## src/rtl/tw_pkg.sv

```systemverilog
package tw_pkg;
  localparam int BYTE_W = 8;

  typedef enum logic [1:0] {
    ST_IDLE = 2'd0,
    ST_BITS = 2'd1,
    ST_ACK  = 2'd2,
    ST_SKIP = 2'd3
  } tw_state_e;
endpackage

```

## src/rtl/tw_sync.sv

```systemverilog
// Synchronizes both bus lines into clk and derives edges and framing events.
module tw_sync #(
  parameter int STAGES = 2
) (
  input  logic clk,
  input  logic rst,
  input  logic scl_i,
  input  logic sda_i,
  output logic scl_s,
  output logic sda_s,
  output logic scl_rise,
  output logic scl_fall,
  output logic start_det,
  output logic stop_det
);
  logic [STAGES-1:0] scl_pipe;
  logic [STAGES-1:0] sda_pipe;
  logic              scl_q;
  logic              sda_q;

  generate
    if (STAGES > 1) begin : g_multi
      always_ff @(posedge clk) begin
        if (rst) begin
          scl_pipe <= '1;
          sda_pipe <= '1;
        end else begin
          scl_pipe <= {scl_pipe[STAGES-2:0], scl_i};
          sda_pipe <= {sda_pipe[STAGES-2:0], sda_i};
        end
      end
    end else begin : g_single
      always_ff @(posedge clk) begin
        if (rst) begin
          scl_pipe <= '1;
          sda_pipe <= '1;
        end else begin
          scl_pipe <= scl_i;
          sda_pipe <= sda_i;
        end
      end
    end
  endgenerate

  // previous synchronized sample, used for edge detection
  always_ff @(posedge clk) begin
    if (rst) begin
      scl_q <= 1'b1;
      sda_q <= 1'b1;
    end else begin
      scl_q <= scl_pipe[STAGES-1];
      sda_q <= sda_pipe[STAGES-1];
    end
  end

  assign scl_s     = scl_pipe[STAGES-1];
  assign sda_s     = sda_pipe[STAGES-1];
  assign scl_rise  = ~scl_q & scl_s;
  assign scl_fall  = scl_q & ~scl_s;
  assign start_det = scl_q & scl_s & sda_q & ~sda_s;
  assign stop_det  = scl_q & scl_s & ~sda_q & sda_s;


  framing_needs_high_clk_chk: assert property (@(posedge clk) disable iff (rst)
    (start_det || stop_det) |-> $past(scl_s));
endmodule

```

## src/rtl/tw_rx_fsm.sv

```systemverilog
// Bit/byte engine: shifts bytes in, decides acknowledges, issues the commit.
module tw_rx_fsm
  import tw_pkg::*;
#(
  parameter logic [6:0] DEV_ADDR = 7'b0011010,
  parameter int         NREG     = 16
) (
  input  logic              clk,
  input  logic              rst,
  input  logic              scl_s,
  input  logic              sda_s,
  input  logic              scl_rise,
  input  logic              scl_fall,
  input  logic              start_det,
  input  logic              stop_det,
  output logic              sda_oe,
  output logic              wr_stb,
  output logic [BYTE_W-1:0] wr_idx,
  output logic [BYTE_W-1:0] wr_data
);
  localparam int         CNT_W    = $clog2(BYTE_W + 1);
  localparam logic [CNT_W-1:0] LAST_BIT = CNT_W'(BYTE_W - 1);
  localparam logic [CNT_W-1:0] FULL     = CNT_W'(BYTE_W);
  localparam logic [BYTE_W:0]  NREG_LIM = (BYTE_W+1)'(NREG);

  tw_state_e         state;
  logic [CNT_W-1:0]  bit_cnt;
  logic [1:0]        byte_cnt;   // 0 addr, 1 index, 2 data, 3 surplus
  logic [BYTE_W-1:0] shreg;
  logic [BYTE_W-1:0] idx_q;
  logic              ack_pend;

  function automatic logic byte_ok(input logic [BYTE_W-1:0] b, input logic [1:0] pos);
    case (pos)
      2'd0:    byte_ok = (b[BYTE_W-1:1] == DEV_ADDR) && !b[0];
      2'd1,
      2'd2:    byte_ok = 1'b1;
      default: byte_ok = 1'b0;
    endcase
  endfunction

  always_ff @(posedge clk) begin
    if (rst) begin
      state    <= ST_IDLE;
      bit_cnt  <= '0;
      byte_cnt <= '0;
      shreg    <= '0;
      idx_q    <= '0;
      ack_pend <= 1'b0;
      sda_oe   <= 1'b0;
      wr_stb   <= 1'b0;
      wr_idx   <= '0;
      wr_data  <= '0;
    end else begin
      wr_stb <= 1'b0;
      if (start_det) begin
        state    <= ST_BITS;
        bit_cnt  <= '0;
        byte_cnt <= '0;
        ack_pend <= 1'b0;
        sda_oe   <= 1'b0;
      end else if (stop_det) begin
        state  <= ST_IDLE;
        sda_oe <= 1'b0;
      end else begin
        case (state)
          ST_BITS: begin
            if (scl_rise && bit_cnt != FULL) begin
              shreg   <= {shreg[BYTE_W-2:0], sda_s};
              bit_cnt <= bit_cnt + 1'b1;
              if (bit_cnt == LAST_BIT)
                ack_pend <= byte_ok({shreg[BYTE_W-2:0], sda_s}, byte_cnt);
            end else if (scl_fall && bit_cnt == FULL) begin
              if (ack_pend) begin
                state  <= ST_ACK;
                sda_oe <= 1'b1;
              end else begin
                state <= ST_SKIP;
              end
            end
          end
          ST_ACK: begin
            if (scl_rise) begin
              if (byte_cnt == 2'd1)
                idx_q <= shreg;
              if (byte_cnt == 2'd2 && ({1'b0, idx_q} < NREG_LIM)) begin
                wr_stb  <= 1'b1;
                wr_idx  <= idx_q;
                wr_data <= shreg;
              end
            end else if (scl_fall) begin
              sda_oe   <= 1'b0;
              state    <= ST_BITS;
              bit_cnt  <= '0;
              if (byte_cnt != 2'd3)
                byte_cnt <= byte_cnt + 1'b1;
            end
          end
          default: ;
        endcase
      end
    end
  end


  ack_drive_on_low_clk_chk: assert property (@(posedge clk) disable iff (rst)
    $rose(sda_oe) |-> !scl_s);

  ack_held_while_high_chk: assert property (@(posedge clk) disable iff (rst)
    (sda_oe && scl_s && !start_det && !stop_det) |=> sda_oe);

  commit_inside_ack_chk: assert property (@(posedge clk) disable iff (rst)
    wr_stb |-> (sda_oe && scl_s));

  commit_single_pulse_chk: assert property (@(posedge clk) disable iff (rst)
    wr_stb |=> !wr_stb);

  commit_in_range_chk: assert property (@(posedge clk) disable iff (rst)
    wr_stb |-> ({1'b0, wr_idx} < NREG_LIM));

  bit_count_bound_chk: assert property (@(posedge clk) disable iff (rst)
    bit_cnt <= FULL);
endmodule

```

## src/rtl/tw_regbank.sv

```systemverilog
// Register storage; every entry is visible at once, so flops rather than RAM.
module tw_regbank
  import tw_pkg::*;
#(
  parameter int NREG = 16
) (
  input  logic                   clk,
  input  logic                   rst,
  input  logic                   wr_en,
  input  logic [BYTE_W-1:0]      wr_idx,
  input  logic [BYTE_W-1:0]      wr_data,
  output logic [NREG*BYTE_W-1:0] regs_flat
);
  localparam logic [BYTE_W:0] NREG_LIM = (BYTE_W+1)'(NREG);

  logic [BYTE_W-1:0] mem [NREG];
  logic              wr_hit;

  assign wr_hit = wr_en && ({1'b0, wr_idx} < NREG_LIM);

  generate
    for (genvar gi = 0; gi < NREG; gi++) begin : g_entry
      always_ff @(posedge clk) begin
        if (rst)
          mem[gi] <= '0;
        else if (wr_hit && wr_idx == BYTE_W'(gi))
          mem[gi] <= wr_data;
      end
      assign regs_flat[gi*BYTE_W +: BYTE_W] = mem[gi];
    end
  endgenerate


  bank_quiet_chk: assert property (@(posedge clk) disable iff (rst)
    !wr_hit |=> $stable(regs_flat));

  bank_takes_value_chk: assert property (@(posedge clk) disable iff (rst)
    wr_hit |=> mem[$past(wr_idx)] == $past(wr_data));
endmodule

```

## src/rtl/i2c_wreg_slave.sv

```systemverilog
module i2c_wreg_slave
  import tw_pkg::*;
#(
  parameter logic [6:0] DEV_ADDR    = 7'b0011010,
  parameter int         NREG        = 16,
  parameter int         SYNC_STAGES = 2
) (
  input  logic                   clk,
  input  logic                   rst,
  input  logic                   scl_i,
  input  logic                   sda_i,
  output logic                   sda_drive_low,
  output logic                   wr_stb,
  output logic [7:0]             wr_idx,
  output logic [7:0]             wr_data,
  output logic [NREG*8-1:0]      reg_bank
);
  logic scl_s, sda_s, scl_rise, scl_fall, start_det, stop_det;

  tw_sync #(.STAGES(SYNC_STAGES)) u_sync (
    .clk       (clk),
    .rst       (rst),
    .scl_i     (scl_i),
    .sda_i     (sda_i),
    .scl_s     (scl_s),
    .sda_s     (sda_s),
    .scl_rise  (scl_rise),
    .scl_fall  (scl_fall),
    .start_det (start_det),
    .stop_det  (stop_det)
  );

  tw_rx_fsm #(.DEV_ADDR(DEV_ADDR), .NREG(NREG)) u_fsm (
    .clk       (clk),
    .rst       (rst),
    .scl_s     (scl_s),
    .sda_s     (sda_s),
    .scl_rise  (scl_rise),
    .scl_fall  (scl_fall),
    .start_det (start_det),
    .stop_det  (stop_det),
    .sda_oe    (sda_drive_low),
    .wr_stb    (wr_stb),
    .wr_idx    (wr_idx),
    .wr_data   (wr_data)
  );

  tw_regbank #(.NREG(NREG)) u_bank (
    .clk       (clk),
    .rst       (rst),
    .wr_en     (wr_stb),
    .wr_idx    (wr_idx),
    .wr_data   (wr_data),
    .regs_flat (reg_bank)
  );
endmodule

```

## config.mk

```make
export PLATFORM = sky130hd
export DESIGN_NAME = i2c_wreg_slave
export DESIGN_NICKNAME = d
export VERILOG_FILES = /design/src/rtl/tw_pkg.sv /design/src/rtl/tw_sync.sv /design/src/rtl/tw_rx_fsm.sv /design/src/rtl/tw_regbank.sv /design/src/rtl/i2c_wreg_slave.sv
export SDC_FILE = /design/constraint.sdc
export NUM_CORES = 1
export LEC_CHECK = 0
export BUFFER_PORTS_ARGS = -buffer_cell sky130_fd_sc_hd__buf_2
export CAP_MARGIN = 20
export CORE_UTILIZATION = 58
export CTS_BUF_LIST = sky130_fd_sc_hd__clkbuf_8 sky130_fd_sc_hd__clkbuf_16
export DETAILED_ROUTE_END_ITERATION = 10
export PLACE_DENSITY = 0.88
export SKIP_CTS_REPAIR_TIMING = 1
export SYNTH_ARGS = -nofsm -noshare
export SYNTH_HDL_FRONTEND = slang
export SYNTH_SLANG_ARGS = --single-unit
```

## constraint.sdc

```tcl
create_clock -name clk -period 2.9 [get_ports clk]
set_input_delay 0.58 -clock clk [delete_from_list [all_inputs] [get_ports clk]]
set_output_delay 0.58 -clock clk [all_outputs]
set_load 0.1 [all_outputs]
```

==> results of run 1 <==
metrics by stage:
stage,setup slack [ns],power [uW],instances,hold slack [ns],util (%)
after floorplan,0.5585,3458,538,0.3895,-
after global placement,0.8671,3543,819,0.3925,68.30
after detailed placement,0.7788,3558,819,0.3955,68.30
after CTS,0.6390,5702,851,0.3346,73.21
after global routing,0.5832,5832,851,0.3370,73.21
final,0.6648,5690,851,0.3423,73.21
synthesized netlist by cell type (all sizes together) (2+ instances only):
| master | n |
|---|---|
| a21o | 7 |
| a21oi | 20 |
| a31o | 3 |
| and2 | 129 |
| and3b | 3 |
| and4bb | 2 |
| buf | 3 |
| clkbuf | 17 |
| dfxtp | 49 |
| edfxtp | 128 |
| ha | 9 |
| inv | 9 |
| mux2i | 15 |
| nand2 | 31 |
| nand2b | 6 |
| nand3 | 5 |
| nand3b | 2 |
| nand4 | 3 |
| nand4b | 2 |
| nor2 | 41 |
| nor2b | 4 |
| nor3 | 4 |
| nor3b | 2 |
| nor4 | 2 |
| o21ai | 10 |
| o21bai | 4 |
| or2 | 9 |
| or3 | 5 |
| xnor2 | 2 |
logic make-up after synthesis:
family / Yosys count / share of synthesized area, %
AO/OA/AOI/OAI: 51 / 4.668
XOR/XNOR: 3 / 0.3742
adder cells (fa/ha/maj): 9 / 1.603
buffers and inverters: 29 / 1.657
flip-flops: 177 / 68.70
multiplexers: 15 / 2.138
AND/OR/NAND/NOR: 254 / 20.86
per-layer routing:
| layer | GRT usage [%] | part of all wire, % | vias to the layer above |
|---|---|---|---|
| li1 | - | - | 2193 |
| met1 | 28.90 | 38 | 2254 |
| met2 | 44.31 | 52 | 216 |
| met3 | 6.048 | 7.6 | 31 |
| met4 | 11.64 | 2.3 | 0 |
| met5 | 0 | 0 | - |
final timing paths:
| path | slack (ns) | from | depth (start not counted) | endpoint |
|---|---|---|---|---|
| min | 0.34 | sda_i | 2 | u_sync.sda_pipe[0] |
| max | 0.66 | u_fsm.wr_data[7] | 1 | wr_data[7] |
| max reg2reg | 0.74 | u_fsm.wr_idx[4] | 3 | u_bank.mem[0][29] |
| min reg2reg | 0.41 | u_sync.scl_pipe[0] | 1 | u_sync.scl_pipe[1] |
power breakdown:
part	switching [uW]	leakage [uW]	total [uW]	internal (uW)
sequential	30.8	0.00172	2810	2780
combinational	595	0.00163	693	97.6
clock	928	0.000276	2190	1260
total	1550	0.00362	5690	4140
final cells by class:
class                           count  area, sq um  share of cell area, %
Clock inverter                     15        143.9                  1.692
Multi-Input combinational cell    332         2082                  24.49
Clock buffer                       17        425.4                  5.004
Timing Repair Buffer              158        813.3                  9.566
Inverter                            9        33.78                 0.3974
Tap cell                          143        178.9                  2.104
Sequential cell                   177         4825                  56.75
flip-flops by register name (all words and copies together) (netlist names):
register         cells
u_fsm.idx_q          8
u_fsm.bit_cnt        4
u_sync.scl_pipe      2
u_fsm.byte_cnt       2
u_fsm.wr_data        8
u_sync.scl_q         1
u_sync.sda_q         1
u_fsm.wr_stb         1
u_fsm.wr_idx         8
u_bank.mem         128
u_fsm.state          2
u_fsm.sda_oe         1
u_fsm.ack_pend       1
u_sync.sda_pipe      2
u_fsm.shreg          8
==> results.cfg, run 1 <==
[run_status]
status = finished, violations left
violations = design-rule violations

[critical_path]
crit_path_end_kind = output port
cp_num_buf_inv = 1
cp.required_ns = 2.32
worstSetupStartpointType = flip-flop
cp_top_family = flip-flops
crit_type = flip-flop to output port
worst-endpoint-arrival_ns = 1.66
worstPathMaxFanout = 15
path_cells = buf_2
critPathSlowestCell = dfxtp_1
cp_slowest_stage_delay_ns = 0.70

[floorplan]
coreArea_sq_um = 11610
io_pins = 150
die-area_sq_um = 12550
die_x_um = 112.0
die_h_um = 112.0
initial_core_util_pct = 60.47
rows = 39

[timing]
finalHoldViolations = 0
rsz0062_at_grt = false
drv_slew = 0
tightest_slew_ns = 0.7941
post-route-period-util_pct = 77.08
finalSetupViolations = 0
finClkSkew_ns = 0.009037
fmax_mhz = 447.4
finalCriticalPeriod_ns = 2.235
maxSlewHeadroom_pct = 46.91
final.setup.tns_ns = 0

[logic_synthesis]
syn_inst = 538
async_flop_share_pct = 0
yosys.area.top_type = edfxtp_1
ys_seq_area_share_pct = 68.70
synth-main-ff-cell = edfxtp_1
synthTopCellsByArea = edfxtp_1, dfxtp_1, and2_1, mux2i_1, nor2_1
syn-num-nets = 551
syn_area_per_cell_sq_um = 13.05
ys_warn_count = 0
synth-edff-count = 128
syn-cell-area_sq_um = 7023
synth-seq-cells = 177
synth_cell_types = 47
synth_top_area_share_pct = 54.73

[clocking]
clk_latency_ns = 0.42
clock-root-buffer = clkbuf_16
path_clk_slew_ns = 0.06
cts.sinks = 177
cts-htree-levels = 4
cts_buffers = 17
clock_path_buffers = 2
cts_tree = done

[placement]
hpwl_um = 10630
place_congestion = 0.8362
port_buffers = 149
dpl_cell_area_sq_um = 7933

[cells_and_area]
drive_gt1_share_pct = 28.95
fin_area_sq_um = 8502
antennaDiodeCount = 0
final_common_cell = buf_2
fillCellCount = 740
area_delta_synth_final_pct = 21.06
finalNetCount = 708
mostFrequentLayoutCells = buf_2, and2_1, edfxtp_1, dfxtp_1, nor2_1

[routing]
antenna_left = 0
avgViaCountPerCell = 5.516
drtIter0Drc = 356
drc = 14
wl_per_cell_um = 18.11
routed_wl_um = 15410
vias = 4694
drtPass1Iterations = 9

[global_route]
grt_pass1_vias = 4554
grt_overflow = 0
antenna_found_initial = 0
grt_max_degree = 33
track_usage_pct = 25.07
grt_pass1_wl_um = 23720

[power]
cellPowerDensity_nw_per_um2 = 669.3
ir_drop_mv = 0.3956
power_leakage_uw = 0.003622

[job]
drv_cap = 0

[min_path]
min_path_type = input pin to flip-flop
(Power assumes the default switching activity.)
==> run 2: changes to the inputs <==
--- a/config.mk
+++ b/config.mk
@@ -5,12 +5,13 @@
 export SDC_FILE = /design/constraint.sdc
 export NUM_CORES = 1
 export LEC_CHECK = 0
+export ABC_AREA = 1
 export BUFFER_PORTS_ARGS = -buffer_cell sky130_fd_sc_hd__buf_2
 export CAP_MARGIN = 20
-export CORE_UTILIZATION = 58
+export CORE_UTILIZATION = 54
 export CTS_BUF_LIST = sky130_fd_sc_hd__clkbuf_8 sky130_fd_sc_hd__clkbuf_16
 export DETAILED_ROUTE_END_ITERATION = 10
-export PLACE_DENSITY = 0.88
+export PLACE_DENSITY = 0.83
 export SKIP_CTS_REPAIR_TIMING = 1
 export SYNTH_ARGS = -nofsm -noshare
 export SYNTH_HDL_FRONTEND = slang
==> constraint.sdc (replaced) <==
create_clock -name clk -period 2.15 [get_ports clk]
set_input_delay 0.43 -clock clk [delete_from_list [all_inputs] [get_ports clk]]
set_output_delay 0.43 -clock clk [all_outputs]
set_load 0.1 [all_outputs]
==> results.cfg, run 2 <==
[run_status]
status = finished clean

[cells_and_area]
mostFrequentLayoutCells = nor2_1, buf_2, edfxtp_1, nand2_1, inv_1
largest_register = u_bank.mem
drive_gt1_share_pct = 29.11
fin_area_sq_um = 8497
postLayoutCoreUtil_pct = 69.87
final_common_cell = nor2_1
area_delta_synth_final_pct = 24.45
largest_reg_flops = 128
antennaDiodeCount = 0
finalNetCount = 790

[floorplan]
die-area_sq_um = 13100
die_x_um = 114.4
die_h_um = 114.4
rows = 40
coreArea_sq_um = 12160
io_pins = 150
initial_core_util_pct = 56.14

[logic_synthesis]
synth-seq-cells = 177
synth-edff-count = 128
ys_warn_count = 0
synth_top_area_share_pct = 56.29
syn-cell-area_sq_um = 6828
async_flop_share_pct = 0
yosys.area_share.simple_pct = 18.54
yosys.area.top_type = edfxtp_1
synthMostInstantiatedCell = nor2_1
syn_inst = 616
synth_top_cells_by_count = nor2_1, edfxtp_1, nand2_1, dfxtp_1, inv_1
synthTopCellsByArea = edfxtp_1, dfxtp_1, nor2_1, nand2_1, inv_1
synth_cell_types = 24
synth-main-ff-cell = edfxtp_1
syn_area_per_cell_sq_um = 11.08
synth_top_family_by_area = simple AND/OR/NAND/NOR gates
yosys-mux-area-fraction_pct = 0
ys_seq_area_share_pct = 70.66
syn-num-nets = 629
yosys.area_share.adder_pct = 1.649
synth-xor-area-share_pct = 0.1283
synth-compound-area-share_pct = 4.691

[routing]
avgViaCountPerCell = 5.390
drtPass1Iterations = 5
routed_wl_um = 16200
wl_per_cell_um = 16.91
vias = 5164
drtIter0Drc = 560
drc = 0
antenna_left = 0

[timing]
maxSlewHeadroom_pct = 43.10
finClkSkew_ns = 0.01350
rsz0062_at_grt = false
fmax_mhz = 523.5
finalSetupViolations = 0
post-route-period-util_pct = 88.84
tightest_slew_ns = 0.8525
drv_slew = 0
finalHoldViolations = 0
finalCriticalPeriod_ns = 1.910
final.setup.tns_ns = 0
setup_slack_ns = 0.2399

[critical_path]
crit_type = flip-flop to flip-flop
cp-startpoint = u_fsm.wr_idx[6]
worstPathMaxFanout = 8
path_cells = inv_2 -> nand3_1 -> nor3_4 -> nand2_1 -> o21ai_1
timing.rr.end = u_bank.mem[0][21]
worstSetupStartpointType = flip-flop
cp_slowest_stage_delay_ns = 0.61
reg2reg_slack_ns = 0.24
reg2regPathDepth = 5
cp.required_ns = 2.20
crit_path_end_kind = flip-flop
r2r_start = u_fsm.wr_idx[6]
critPathSlowestCell = o21ai_1
worst-endpoint-arrival_ns = 1.96
crit_path_end = u_bank.mem[0][21]

[global_route]
grt_max_degree = 59
grt_pass1_wl_um = 25070
grt_pass1_vias = 4843
grt_overflow = 0
antenna_found_initial = 0
track_usage_pct = 25.77

[placement]
place_congestion = 0.8663
dpl_cell_area_sq_um = 7844
place_ws_ns = 0.2855
port_buffers = 149
hpwl_um = 11120

[power]
cellPowerDensity_nw_per_um2 = 1006
power_leakage_uw = 0.003439
ir_drop_mv = 0.5786

[clocking]
clk_latency_ns = 0.43
cts-htree-levels = 4
cts_buffers = 17
cts.sinks = 177
clock_path_buffers = 2
path_clk_slew_ns = 0.07
cts_tree = done
clock-root-buffer = clkbuf_16

[min_path]
min_path_type = input pin to flip-flop

[job]
drv_cap = 0
==> run 2: changes by cell type after synthesis, moves of 6 or more <==
cell,previous run,this run
mux2i_1,15,0
o21ai_1,0,7
nand2_1,31,54
buf_2,0,8
nor2_1,40,193
and2_1,129,0
o21ai_0,10,29
inv_1,9,47
nand2b_1,6,0
a21oi_1,19,25
nand3_1,5,12
nand4_2,0,13
a21o_1,7,0
==> run 2: area by class of cell <==
| type | count | area [sq um] |
|---|---|---|
| Multi-Input combinational cell | 364 | 1725 |
| Timing Repair Buffer | 166 | 885.9 |
| Tap cell | 168 | 210.2 |
| Inverter | 51 | 191.4 |
| Clock inverter | 15 | 227.7 |
| Clock buffer | 17 | 425.4 |
| Sequential cell | 177 | 4831 |
| Fill cell | 843 | 3665 |
==> run 2: kinds of logic (layout without fill, tap and decap cells) <==
| kind of cell | after synthesis | in the layout |
|---|---|---|
| simple gates | 291 | 291 |
| flops | 177 | 177 |
| buf+inv | 75 | 249 |
| compound gates | 63 | 63 |
| fa+ha+maj | 9 | 9 |
| xor+xnor | 1 | 1 |
==> run 2: how the worst min path moves through the flow <==
| stage | slack, ns | depth (start not counted) | startpoint | endpoint |
|---|---|---|---|---|
| 6_report | 0.18 | 2 | sda_i | u_sync.sda_pipe[0] |
| 3_5_place_dp | 0.39 | 1 | u_sync.sda_pipe[0] | u_sync.sda_pipe[1] |
| 3_3_place_gp | 0.39 | 1 | u_sync.scl_pipe[0] | u_sync.scl_pipe[1] |
| 4_1_cts | 0.18 | 2 | scl_i | u_sync.scl_pipe[0] |
| 2_1_floorplan | 0.39 | 1 | u_sync.scl_pipe[0] | u_sync.scl_pipe[1] |
| 5_1_grt | 0.18 | 2 | sda_i | u_sync.sda_pipe[0] |
==> run 2: power breakdown <==
| part | internal, uW | total, uW | leakage (uW) | switching [uW] |
|---|---|---|---|---|
| Sequential | 3790 | 3850 | 0.00169 | 65.2 |
| Clock | 2080 | 3390 | 0.000320 | 1310 |
| Combinational | 197 | 1310 | 0.00143 | 1120 |
| Total | 6060 | 8550 | 0.00344 | 2490 |
==> run 2: routing by layer <==
layer	global-route usage, %	part of all wire [%]
met1	32.20	40
met5	0	0
met2	44.65	50
met3	5.082	7.8
met4	9.437	2.2
==> run 2: critical path, delay by kind of cell, from the launching register on <==
| kind | cells | cell delay [ns] |
|---|---|---|
| AND/OR/NAND/NOR | 3 | 0.54 |
| flip-flops | 1 | 0.32 |
| AO/OA/AOI/OAI | 1 | 0.61 |
| buffers and inverters | 1 | 0.06 |
==> run 2: stage by stage <==
stage	cells	hold slack [ns]	total power (uW)
global route	958	0.1812	8769
floorplan	616	0.3895	5023
detailed placement	926	0.3928	5228
global placement	926	0.3926	5196
finish	958	0.1792	8551
CTS	958	0.1773	8545
